==> config.mk <==
export PLATFORM = sky130hd
export DESIGN_NAME = tlb_paired_xlate
export DESIGN_NICKNAME = d
export VERILOG_FILES = /design/src/rtl/tlb_pkg.sv /design/src/rtl/tlb_entry_store.sv /design/src/rtl/tlb_match.sv /design/src/rtl/tlb_paired_xlate.sv
export SDC_FILE = /design/constraint.sdc
export NUM_CORES = 2
export LEC_CHECK = 0
export CAP_MARGIN = 15
export CORE_MARGIN = 5
export CORE_UTILIZATION = 54
export CTS_CLUSTER_DIAMETER = 30
export DETAILED_ROUTE_END_ITERATION = 8
export PLACE_DENSITY = 0.76
export SKIP_LAST_GASP = 1
export SYNTH_ARGS = -nofsm -noshare
export SYNTH_HDL_FRONTEND = slang
export SYNTH_SLANG_ARGS = --single-unit
==> constraint.sdc <==
create_clock -name clk -period 3.68 [get_ports clk]
set_input_delay 0.92 -clock clk [delete_from_list [all_inputs] [get_ports clk]]
set_output_delay 0.92 -clock clk [all_outputs]
set_load 0.05 [all_outputs]
==> src/rtl/tlb_pkg.sv <==
// Shared field positions of the packed frame word used at the write and
// read ports and inside the table. Assumes the frame word is PFN_W+6 wide.
package tlb_pkg;
    localparam int FB_GLOBAL = 0;
    localparam int FB_VALID  = 1;
    localparam int FB_DIRTY  = 2;
    localparam int FB_CA_LO  = 3;
    localparam int CA_W      = 3;
    localparam int META_W    = 6;

    typedef logic [CA_W-1:0] cattr_t;
endpackage

==> src/rtl/tlb_entry_store.sv <==
// Slot storage, indexed write and read, flush, and the replacement pointer.
// Assumes ENTRIES >= 2. Writes and reads at an index of ENTRIES or more are
// dropped (write) or return zeros (read). Flush wins over a same-cycle write.
module tlb_entry_store #(
    parameter int ENTRIES = 8,
    parameter int VPN_W   = 19,
    parameter int ASID_W  = 8,
    parameter int PFN_W   = 20,
    localparam int IDX_W  = $clog2(ENTRIES),
    localparam int PIDX_W = IDX_W + 1,
    localparam int TAG_W  = VPN_W + ASID_W,
    localparam int FRM_W  = PFN_W + tlb_pkg::META_W
) (
    input  logic                             clk,
    input  logic                             rst_n,
    input  logic                             flush,
    input  logic                             wr_en,
    input  logic [PIDX_W-1:0]                wr_idx,
    input  logic [TAG_W-1:0]                 wr_tag,
    input  logic [VPN_W-1:0]                 wr_mask,
    input  logic [FRM_W-1:0]                 wr_even,
    input  logic [FRM_W-1:0]                 wr_odd,
    input  logic                             rd_en,
    input  logic [PIDX_W-1:0]                rd_idx,
    input  logic                             rd_use_nlu,
    input  logic                             rd_advance,
    output logic [ENTRIES-1:0][TAG_W-1:0]    tag_q,
    output logic [ENTRIES-1:0][VPN_W-1:0]    mask_q,
    output logic [ENTRIES-1:0][FRM_W-1:0]    even_q,
    output logic [ENTRIES-1:0][FRM_W-1:0]    odd_q,
    output logic [ENTRIES-1:0]               occ,
    output logic [TAG_W-1:0]                 rd_tag,
    output logic [VPN_W-1:0]                 rd_mask,
    output logic [FRM_W-1:0]                 rd_even,
    output logic [FRM_W-1:0]                 rd_odd,
    output logic [IDX_W-1:0]                 nlu_ptr
);
    import tlb_pkg::*;

    logic              wr_in_range;
    logic              wr_glob;
    logic [PIDX_W-1:0] rd_addr;
    logic              rd_in_range;
    logic              nlu_step;

    // Decode write range, combined global flag and the read address.
    always_comb begin
        wr_in_range = (int'(wr_idx) < ENTRIES);
        wr_glob     = wr_even[FB_GLOBAL] & wr_odd[FB_GLOBAL];
        rd_addr     = rd_use_nlu ? {1'b0, nlu_ptr} : rd_idx;
        rd_in_range = (int'(rd_addr) < ENTRIES);
        nlu_step    = rd_en & rd_use_nlu & rd_advance;
    end

    // Slot array: cleared on reset or flush, otherwise written whole.
    always_ff @(posedge clk) begin
        if (!rst_n || flush) begin
            for (int i = 0; i < ENTRIES; i++) begin
                tag_q[i]  <= '0;
                mask_q[i] <= '0;
                even_q[i] <= '0;
                odd_q[i]  <= '0;
            end
        end else if (wr_en && wr_in_range) begin
            tag_q[wr_idx[IDX_W-1:0]]  <= wr_tag;
            mask_q[wr_idx[IDX_W-1:0]] <= wr_mask;
            even_q[wr_idx[IDX_W-1:0]] <= {wr_even[FRM_W-1:1], wr_glob};
            odd_q[wr_idx[IDX_W-1:0]]  <= {wr_odd[FRM_W-1:1], wr_glob};
        end
    end

    // Replacement pointer: stepped by an advancing pointer read, wraps.
    always_ff @(posedge clk) begin
        if (!rst_n || flush) begin
            nlu_ptr <= '0;
        end else if (nlu_step) begin
            nlu_ptr <= (nlu_ptr == IDX_W'(ENTRIES - 1)) ? '0 : nlu_ptr + 1'b1;
        end
    end

    // Read-back register: one cycle after the request, zeros out of range.
    always_ff @(posedge clk) begin
        if (!rst_n) begin
            rd_tag  <= '0;
            rd_mask <= '0;
            rd_even <= '0;
            rd_odd  <= '0;
        end else if (rd_en) begin
            if (rd_in_range) begin
                rd_tag  <= tag_q[rd_addr[IDX_W-1:0]];
                rd_mask <= mask_q[rd_addr[IDX_W-1:0]];
                rd_even <= even_q[rd_addr[IDX_W-1:0]];
                rd_odd  <= odd_q[rd_addr[IDX_W-1:0]];
            end else begin
                rd_tag  <= '0;
                rd_mask <= '0;
                rd_even <= '0;
                rd_odd  <= '0;
            end
        end
    end

    // Occupancy: a slot is live when either half is valid.
    generate
        for (genvar g = 0; g < ENTRIES; g++) begin : g_occ
            assign occ[g] = even_q[g][FB_VALID] | odd_q[g][FB_VALID];
        end
    endgenerate

    // a flush leaves no live slot and a zero pointer.
    p_flush_clears_r9: assert property (@(posedge clk) disable iff (!rst_n)
        $past(flush) |-> (occ == '0 && nlu_ptr == '0));

    // an out-of-range write leaves the occupancy untouched.
    p_oob_write_dropped_r7: assert property (@(posedge clk) disable iff (!rst_n)
        ($past(wr_en) && !$past(flush) && (int'($past(wr_idx)) >= ENTRIES))
        |-> occ == $past(occ));

    // an advancing pointer read steps the pointer with wrap.
    p_nlu_step_r10: assert property (@(posedge clk) disable iff (!rst_n)
        ($past(nlu_step) && !$past(flush))
        |-> nlu_ptr == (($past(nlu_ptr) == IDX_W'(ENTRIES - 1)) ? '0 : $past(nlu_ptr) + 1'b1));
endmodule

==> src/rtl/tlb_match.sv <==
// Combinational associative compare, lowest-index priority pick, and
// even/odd half selection. Assumes each mask is contiguous from bit 0.
module tlb_match #(
    parameter int ENTRIES = 8,
    parameter int VPN_W   = 19,
    parameter int ASID_W  = 8,
    parameter int PFN_W   = 20,
    localparam int IDX_W  = $clog2(ENTRIES),
    localparam int TAG_W  = VPN_W + ASID_W,
    localparam int FRM_W  = PFN_W + tlb_pkg::META_W
) (
    input  logic [VPN_W-1:0]                 lk_vpn,
    input  logic                             lk_half,
    input  logic [ASID_W-1:0]                lk_asid,
    input  logic [ENTRIES-1:0][TAG_W-1:0]    tag_q,
    input  logic [ENTRIES-1:0][VPN_W-1:0]    mask_q,
    input  logic [ENTRIES-1:0][FRM_W-1:0]    even_q,
    input  logic [ENTRIES-1:0][FRM_W-1:0]    odd_q,
    input  logic [ENTRIES-1:0]               occ,
    output logic                             hit,
    output logic [IDX_W-1:0]                 win_idx,
    output logic [ENTRIES-1:0]               grant,
    output logic [PFN_W-1:0]                 pfn,
    output tlb_pkg::cattr_t                  cattr,
    output logic                             dirty,
    output logic                             half_valid
);
    import tlb_pkg::*;

    logic [ENTRIES-1:0]            match_vec;
    logic [ENTRIES-1:0][FRM_W-1:0] sel_frame;
    logic [FRM_W-1:0]              win_frame;

    // Per-slot compare and half choice, one copy per slot.
    generate
        for (genvar e = 0; e < ENTRIES; e++) begin : g_slot
            logic [VPN_W:0] ext;
            logic           tag_ok;
            logic           id_ok;
            logic           odd_sel;

            // Masked tag compare, identifier check and half-select bit.
            always_comb begin
                ext     = {lk_vpn, lk_half};
                tag_ok  = (((lk_vpn ^ tag_q[e][TAG_W-1:ASID_W]) & ~mask_q[e]) == '0);
                id_ok   = even_q[e][FB_GLOBAL] | (lk_asid == tag_q[e][ASID_W-1:0]);
                odd_sel = ext[0];
                for (int b = 0; b < VPN_W; b++) begin
                    if (mask_q[e][b]) odd_sel = ext[b+1];
                end
            end

            assign match_vec[e] = occ[e] & tag_ok & id_ok;
            assign sel_frame[e] = odd_sel ? odd_q[e] : even_q[e];
        end
    endgenerate

    // Lowest-index winner: one-hot grant and its encoded index.
    always_comb begin
        grant   = match_vec & (~match_vec + 1'b1);
        hit     = |match_vec;
        win_idx = '0;
        for (int e = ENTRIES - 1; e >= 0; e--) begin
            if (match_vec[e]) win_idx = IDX_W'(e);
        end
    end

    // Fields of the selected half of the winner, zero on a miss.
    always_comb begin
        win_frame  = hit ? sel_frame[win_idx] : '0;
        pfn        = win_frame[FRM_W-1:META_W];
        cattr      = win_frame[FB_CA_LO +: CA_W];
        dirty      = win_frame[FB_DIRTY];
        half_valid = win_frame[FB_VALID];
    end
endmodule

==> src/rtl/tlb_paired_xlate.sv <==
// Top of the paired-page translation buffer. Splits the lookup address,
// instantiates storage and compare, and registers the lookup result.
// Assumes VA_W > PAGE_SHIFT+1 and that UC_PATTERN selects the uncached window.
module tlb_paired_xlate #(
    parameter int               ENTRIES    = 8,
    parameter int               VA_W       = 32,
    parameter int               PAGE_SHIFT = 12,
    parameter int               ASID_W     = 8,
    parameter int               PFN_W      = 20,
    parameter logic [VA_W-1:0]  UC_PATTERN = 32'hA000_0000,
    localparam int IDX_W  = $clog2(ENTRIES),
    localparam int PIDX_W = IDX_W + 1,
    localparam int VPN_W  = VA_W - PAGE_SHIFT - 1,
    localparam int TAG_W  = VPN_W + ASID_W,
    localparam int FRM_W  = PFN_W + tlb_pkg::META_W
) (
    input  logic              clk,
    input  logic              rst_n,
    input  logic [VA_W-1:0]   lk_vaddr,
    input  logic [ASID_W-1:0] lk_asid,
    input  logic              wr_en,
    input  logic [PIDX_W-1:0] wr_idx,
    input  logic [TAG_W-1:0]  wr_tag,
    input  logic [VPN_W-1:0]  wr_mask,
    input  logic [FRM_W-1:0]  wr_even,
    input  logic [FRM_W-1:0]  wr_odd,
    input  logic              rd_en,
    input  logic [PIDX_W-1:0] rd_idx,
    input  logic              rd_use_nlu,
    input  logic              rd_advance,
    input  logic              flush,
    output logic              res_hit,
    output logic [PIDX_W-1:0] res_probe,
    output logic [PFN_W-1:0]  res_pfn,
    output logic [2:0]        res_cattr,
    output logic              res_dirty,
    output logic              res_inval,
    output logic              res_uncached,
    output logic [TAG_W-1:0]  rd_tag,
    output logic [VPN_W-1:0]  rd_mask,
    output logic [FRM_W-1:0]  rd_even,
    output logic [FRM_W-1:0]  rd_odd,
    output logic [IDX_W-1:0]  nlu_ptr
);
    logic [ENTRIES-1:0][TAG_W-1:0] tag_q;
    logic [ENTRIES-1:0][VPN_W-1:0] mask_q;
    logic [ENTRIES-1:0][FRM_W-1:0] even_q;
    logic [ENTRIES-1:0][FRM_W-1:0] odd_q;
    logic [ENTRIES-1:0]            occ;
    logic                          m_hit;
    logic [IDX_W-1:0]              m_idx;
    logic [ENTRIES-1:0]            m_grant;
    logic [PFN_W-1:0]              m_pfn;
    tlb_pkg::cattr_t               m_cattr;
    logic                          m_dirty;
    logic                          m_valid;
    logic                          uc_now;

    tlb_entry_store #(
        .ENTRIES(ENTRIES), .VPN_W(VPN_W), .ASID_W(ASID_W), .PFN_W(PFN_W)
    ) u_store (
        .clk(clk), .rst_n(rst_n), .flush(flush),
        .wr_en(wr_en), .wr_idx(wr_idx), .wr_tag(wr_tag), .wr_mask(wr_mask),
        .wr_even(wr_even), .wr_odd(wr_odd),
        .rd_en(rd_en), .rd_idx(rd_idx), .rd_use_nlu(rd_use_nlu), .rd_advance(rd_advance),
        .tag_q(tag_q), .mask_q(mask_q), .even_q(even_q), .odd_q(odd_q), .occ(occ),
        .rd_tag(rd_tag), .rd_mask(rd_mask), .rd_even(rd_even), .rd_odd(rd_odd),
        .nlu_ptr(nlu_ptr)
    );

    tlb_match #(
        .ENTRIES(ENTRIES), .VPN_W(VPN_W), .ASID_W(ASID_W), .PFN_W(PFN_W)
    ) u_match (
        .lk_vpn(lk_vaddr[VA_W-1:PAGE_SHIFT+1]), .lk_half(lk_vaddr[PAGE_SHIFT]),
        .lk_asid(lk_asid),
        .tag_q(tag_q), .mask_q(mask_q), .even_q(even_q), .odd_q(odd_q), .occ(occ),
        .hit(m_hit), .win_idx(m_idx), .grant(m_grant),
        .pfn(m_pfn), .cattr(m_cattr), .dirty(m_dirty), .half_valid(m_valid)
    );

    // Fixed uncached window decode, independent of the table.
    assign uc_now = ((lk_vaddr & UC_PATTERN) == UC_PATTERN);

    // Result register: lookup outcome one cycle after the address.
    always_ff @(posedge clk) begin
        if (!rst_n) begin
            res_hit      <= 1'b0;
            res_probe    <= '1;
            res_pfn      <= '0;
            res_cattr    <= '0;
            res_dirty    <= 1'b0;
            res_inval    <= 1'b0;
            res_uncached <= 1'b0;
        end else begin
            res_hit      <= m_hit;
            res_probe    <= m_hit ? {1'b0, m_idx} : '1;
            res_pfn      <= m_pfn;
            res_cattr    <= m_cattr;
            res_dirty    <= m_dirty;
            res_inval    <= m_hit & ~m_valid;
            res_uncached <= uc_now;
        end
    end

    // at most one slot is granted, and it is the encoded winner.
    p_single_winner_r6: assert property (@(posedge clk) disable iff (!rst_n)
        $onehot0(m_grant) && (!m_hit || m_grant[m_idx]));

    // an invalid-half report only comes with a hit.
    p_inval_needs_hit_r4: assert property (@(posedge clk) disable iff (!rst_n)
        res_inval |-> res_hit);

    // a miss always reports the all-ones probe value.
    p_miss_probe_r5: assert property (@(posedge clk) disable iff (!rst_n)
        !res_hit |-> (res_probe == '1));

    // a granted slot is always a live slot.
    p_grant_live_r3: assert property (@(posedge clk) disable iff (!rst_n)
        (m_grant & ~occ) == '0);
endmodule

# Word-level counts from Yosys, hierarchy flattened
# Cells that the tools add are included.
# Widths: inputs -> output; s select.
# classes
add_sub_neg,1
magnitude_cmp,6
eq_ne,10
mux,196
bitwise_logic,61
n_reduce_logical,14
# op_table
op,count
$bwmux 208,2
$mux 26,14
$bmux 26 s3,3
$bwmux 216,1
$and 19x19->19,8
$bwmux 152,1
$logic_not 19->1,8
$mux 1,152
$not 19->19,8
$xor 19x19->19,8
$bmux 27 s3,1
$demux 27 s3,1
$mux 27,3
$demux 26 s3,1
$eq 8x8->1,8
$bmux 19 s3,1
$demux 19 s3,1
$mux 19,3
$mux 3,9
$and 1x1->1,20
$or 1x1->1,16
$lt 3x4->1 const B,3
$lt 4x4->1 const B,2
$mux 4,2
other kinds (11),12
# word_totals
regBits,916
inputBits,153
output_inout_bits,132
word_cells,333

# Logic depth before layout (Yosys ltp)
# logic_depth
word_depth,25
ltp_mapped,14
mapped_depth_nobuf,10

# By module
# A second synthesis with hierarchy kept.
# unflattened
cells_unflattened,6464
hier_area_um2,47189.0
# by_module_without_submodules
module,n_inst,cells_each,area_each_um2,seq_area_each_um2
tlb_entry_store,1,5084,37096.8,17536.8
tlb_match,1,1315,9246.4,0.0
tlb_paired_xlate,1,65,845.8,620.6

# Worst setup path after synthesis
# Ideal clock, no wire load.
# synth_path
path_type,in2reg
from,input port lk_vaddr[13]
to,register res_pfn[17]
setup_ns,0.121
t_arrival_ns,3.478
t_required_ns,3.559
slack_ns,0.081
path_stages,13
path_buffers,3
cell_sequence,buf_2 -> buf_2 -> mux2_2 -> mux2i_1 -> o21ai_0 -> a21oi_1 -> nor2_1 -> o2bb2ai_1 -> buf_2 -> mux2_2 -> a221oi_1 -> o21ai_0 -> mux2_4
# synth_via
elab_chain_len,22
word_cells_on_any_way,212
cone_classes,170 x mux; 32 x bitwise; 10 x reduce/logical
# synth_lines
element,line,source
"start, declared",tlb_paired_xlate.sv:19,"input logic [VA_W-1:0] lk_vaddr,"
$mux 1 (19 in a row),tlb_match.sv:49,if (mask_q[e][b]) odd_sel = ext[b+1];
$mux 26,tlb_match.sv:54,assign sel_frame[e] = odd_sel ? odd_q[e] : even_q[e];
$bmux 26 s3,tlb_match.sv:70,win_frame = hit ? sel_frame[win_idx] : '0;
$mux 26 (not written as such),tlb_match.sv:70,
"end signal, assigned",tlb_paired_xlate.sv:97,res_pfn <= m_pfn;
"end, declared",tlb_paired_xlate.sv:34,"output logic [PFN_W-1:0] res_pfn,"
# Several ways; a longest one is shown, not always the timed one. The select of a mux whose other input is x is not followed.
# A chain may end at the register's enable or synchronous reset.

# Worst setup path after layout
# layout_path
from,input port lk_vaddr[18]
to,register res_cattr[0]
# layout_via
elab_chain_len,17
word_cells_on_any_way,172
cone_classes,130 x mux; 32 x bitwise; 10 x reduce/logical
# layout_lines
element,line,source
$mux 1 (14 in a row),tlb_match.sv:49,
$mux 26,tlb_match.sv:54,
$bmux 26 s3,tlb_match.sv:70,
$mux 26 (not written as such),tlb_match.sv:70,
"end signal, assigned",tlb_paired_xlate.sv:98,res_cattr <= m_cattr;
"end, declared",tlb_paired_xlate.sv:35,"output logic [2:0] res_cattr,"
# Several ways; a longest one is shown, not always the timed one. The select of a mux whose other input is x is not followed.

==> metrics.md <==
| Metric | Value |
|---|---|
| Status | finished, violations left |
| Failing checks | negative setup slack |
| Vias per std cell | 6.519 |
| Cell area after synthesis | 46030 sq um |
| Switching power total | 7.323 mW |
| Peak supply drop | 0.0004539 V |
| Dominant synthesized flop cell | dfxtp_1 |
| Post-DP HPWL | 138.3 mm |
| Tcrit/Tclk final | 1.000 |
| DRT met1 WL | 75.24 mm |
| Worst setup SP type | primary input |
| Unrepaired setup endpoints after global routing | true |
| Input/output buffers | 272 |
| Setup crit end kind | register |
| Clk slew on worst S/H paths | 0.05 ns |
| Total track usage | 0.4365 |
| NumNets Final | 6141 |
| Drt first pass iters | 7 |
| Layout cell share with drive strength beyond 1 | 0.1874 |
| Max Clock Freq | 271.6 MHz |
| Tot Pwr | 30.36 mW |
| CP delay by family, top | simple AND/OR/NAND/NOR gates |
| Hold buffers post-CTS | 0 |
| WL per Instance | 28.35 um |
| Cell variety after synth | 84 |
| Post-route setup slack | -0.001222 ns |
| Worst r2r src | u_store.tag_q[173]$_SDFFE_PP0P_ |
| Clock share of power | 0.593 |
| Routed wl met2 | 88.21 mm |
| Core ar. | 84880 sq um |
| Pleak | 21.37 nW |
| Comb pwr share | 0.079 |
| CP most frequent cell | buf_6 |
| DRT iter0 DRCs | 7360 |
| Area growth syn-to-layout | 30.31% |
| CP arrival | 4.35 ns |
| R2R depth | 13 |
| Max layer used | met5 |
| Ports | 285 |
| Initial antenna violation count | 23 |
| Metal3 WL | 31.07 mm |
| Sequential area share after synthesis | 0.3945 |
| Worst R2R End | res_pfn[3]$_SDFF_PN0_ |
| Rel. slew slack | 0.5118 |
| CTS tree | yes |
| Die Span Y | 302.0 um |
| Hold Path Class | register to register |
| Post-route ant nets | 0 |
| Max incr delay on CP | 0.50 ns |
| Die width | 302.0 um |
| Remaining DRCs | 0 |
| Sequential power share | 0.328 |
| Clk_lat worst skew | 0.79 ns |
| Clock Skews | 0.03645 ns |
| Syn nets | 5728 |
| Crit-path cells | clkdlybuf4s50_1 > buf_6 > xnor2_1 > o22ai_1 > nor4_1 > nand4b_1 > and2_4 > nand4_1 > buf_6 > buf_12 > nor2_1 > a221oi_1 > o21ai_1 > mux2_4 |
| Slowest-stage cell, CP | clkdlybuf4s50_1 |
| Syn Area/Cell | 8.259 sq um |
| Synth warn | 0 |
| Final count of pins violating max slew | 0 |
| Crit Path Category | primary input to register |
| P_int | 23.03 mW |
| CTS Buffer Depth | 3 |
| Critical path data required time | 4.35 ns |
| Hold WS | 0.4673 ns |
| Starting density of the core | 0.5423 |
| Worst Hold Launch | u_store.odd_q[85]$_SDFFE_PP0P_ |
| Placer Congestion | 1.119 |
| WL final | 207.2 mm |
| Number of max-cap violations | 0 |
| Rows | 107 |
| Hold Fails Final Rpt | 0 |
| FF-to-FF setup slack | 0.29 ns |
| Switching share of total power | 0.2412 |
| Power per cell area | 506.1 nW/um^2 |
| Post-synth EDFFs | 0 |
| CTS Buf Count | 188 |
| Via count | 47660 |
| First-pass GRT wire length | 298.3 mm |
| Synthesized flop and latch total | 907 |
| Vias in the first global route | 45750 |
| DIE AREA | 91180 sq um |
| FFs w/ async S/R, synth | 0 |
| Worst Path Buf+Inv | 4 |
| GRT overflow | 0 |
| Largest net degree at the start of global routing | 124 |
| Post-Synthesis Cells | 5573 |
| Hold path depth | 2 |
| H-tree depth | 4 |
| Finish-stage setup viols | 1 |
| Worst-Margin Slew | 0.7284 ns |
| Setup TNS Final | -0.001222 ns |
| Min cycle time layout | 3.681 ns |
| Worst Path Max Fanout | 12 |
| Root buf cell | clkbuf_16 |
| Hold path endpoint | u_store.odd_q[85]$_SDFFE_PP0P_ |
| CTS Sinks | 907 |
worst min-delay path, cell delays in order (launching register included):
cell and delay [ns]:
dfxtp_1 0.31, nand2_1 0.05, a21oi_1 0.05
worst max-delay path by stage:
stage / cells past startpoint / start / slack [ns] / to
final: 14 / lk_vaddr[18] / -0.001 / res_cattr[0]$_SDFF_PN0_
after floorplan: 13 / lk_vaddr[13] / 0.08 / res_pfn[17]$_SDFF_PN0_
after detailed placement: 15 / lk_vaddr[19] / -1.08 / res_cattr[0]$_SDFF_PN0_
after global routing: 15 / lk_vaddr[27] / -0.04 / res_pfn[17]$_SDFF_PN0_
after global placement: 15 / lk_vaddr[19] / -0.92 / res_dirty$_SDFF_PN0_
after CTS: 14 / lk_vaddr[13] / -0.003 / res_cattr[0]$_SDFF_PN0_
what timing repair did:
action / CTS / global route
gates cloned: 1 / 3
endpoints found under the hold margin: 0 / 0
endpoints found under the setup margin: 25 / 24
resized for setup: 11 / 40
setup buffers: 5 / 20
pin swaps: 4 / 8
per-layer routing:
layer | vias up | global-route usage
met5 | - | 0.0005291
met4 | 16 | 0.2271
met1 | 22620 | 0.5741
li1 | 20130 | -
met2 | 4023 | 0.6472
met3 | 867 | 0.1381
power by group through the flow:
stage / logic, mW / registers, mW / clock network, mW
2_1_floorplan: 1.20 / 10.1 / 0
3_3_place_gp: 2.24 / 10.1 / 0
3_5_place_dp: 2.25 / 10.1 / 0
4_1_cts: 2.27 / 9.95 / 18.0
5_1_grt: 2.46 / 9.94 / 18.6
6_report: 2.41 / 9.95 / 18.0
synthesized netlist by cell type (all sizes together) (5+ instances only):
master   number  share of area
a211oi       22         0.0036
or4           7         0.0011
o211ai        9         0.0015
a31oi         5        0.00082
o221ai       11         0.0022
a21oi       944           0.10
a221oi       21         0.0040
xnor2       160          0.031
a211o         7         0.0013
o2bb2ai       6         0.0011
nand3        21         0.0023
o21ai        34         0.0037
mux2         73          0.018
mux4        194          0.095
buf         232          0.030
nor4         45         0.0064
nand4b        9         0.0017
nand3b       18         0.0029
dfxtp       907           0.39
nor2b        13         0.0018
mux2i       255          0.055
o22a          6         0.0011
nor3         35         0.0042
a22oi         6         0.0013
clkbuf      295          0.024
a2111oi      16         0.0033
inv          25         0.0021
nor3b        16         0.0026
o22ai       133          0.018
nor2        320          0.026
o21a          6        0.00098
nand2      1588           0.13
a221o         5         0.0011
xor2         56          0.011
cell families (layout without fill, tap and decap cells):
family,count (synthesis),count (layout),share of synthesized area
buf+inv,552,1127,0.05611
compound gates,1270,1270,0.1547
simple gates,2104,2104,0.1837
other cells,0,18,0
flops,907,907,0.3945
fa+ha+maj,2,2,0.0005436
mux,522,522,0.1686
xor+xnor,216,216,0.04192
metrics by stage:
stage	worst slack [ns]	cell area, sq um	util	instances
global placement	-0.9152	52550	0.6191	6911
floorplan	0.08101	46030	-	5573
CTS	-0.002668	59500	0.7010	7269
finish	-0.001222	59980	0.7067	7310
global route	-0.04243	59970	0.7065	7306
detailed placement	-1.077	52550	0.6191	6911
layout make-up:
cell class | instances | area, sq um
antenna | 18 | 45.04
clock buffer | 251 | 5396
multi-input combinational | 4114 | 25690
sequential | 907 | 18160
clock inverter | 101 | 1423
inverter | 25 | 101.3
tap | 1144 | 1431
fill | 6340 | 24900
timing repair buffer | 750 | 7735
registers in the layout (all words and copies together), names as in the netlist:
register / cells
u_store.tag_q: 216
res_inval: 1
u_store.even_q: 200
u_store.rd_tag: 27
u_store.odd_q: 208
u_store.rd_odd: 26
u_store.rd_even: 25
u_store.nlu_ptr: 3
res_hit: 1
u_store.rd_mask: 19
res_probe: 4
res_uncached: 1
res_cattr: 3
res_pfn: 20
res_dirty: 1
u_store.mask_q: 152
cells in the final DEF, fill, tap and decap left out, types with 11 or more instances in the layout:
master	instances
nand2_1	1586
a21oi_1	941
dfxtp_1	907
buf_4	363
nor2_1	317
clkdlybuf4s50_1	268
mux2i_1	252
clkbuf_16	195
mux4_2	194
xnor2_1	142
o22ai_1	133
buf_12	106
mux2_2	64
xor2_1	56
nor4_1	37
clkbuf_8	37
nor3_1	30
clkinv_2	28
bufinv_16	27
o21ai_0	25
a211oi_1	22
clkbuf_1	22
a221oi_1	21
inv_1	20
nand3_1	19
diode_2	18
nand3b_1	18
xnor2_2	17
clkinv_4	16
nor3b_1	14
nor2b_1	13
clkinvlp_4	12
inv_6	11
(Power assumes the default switching activity.)
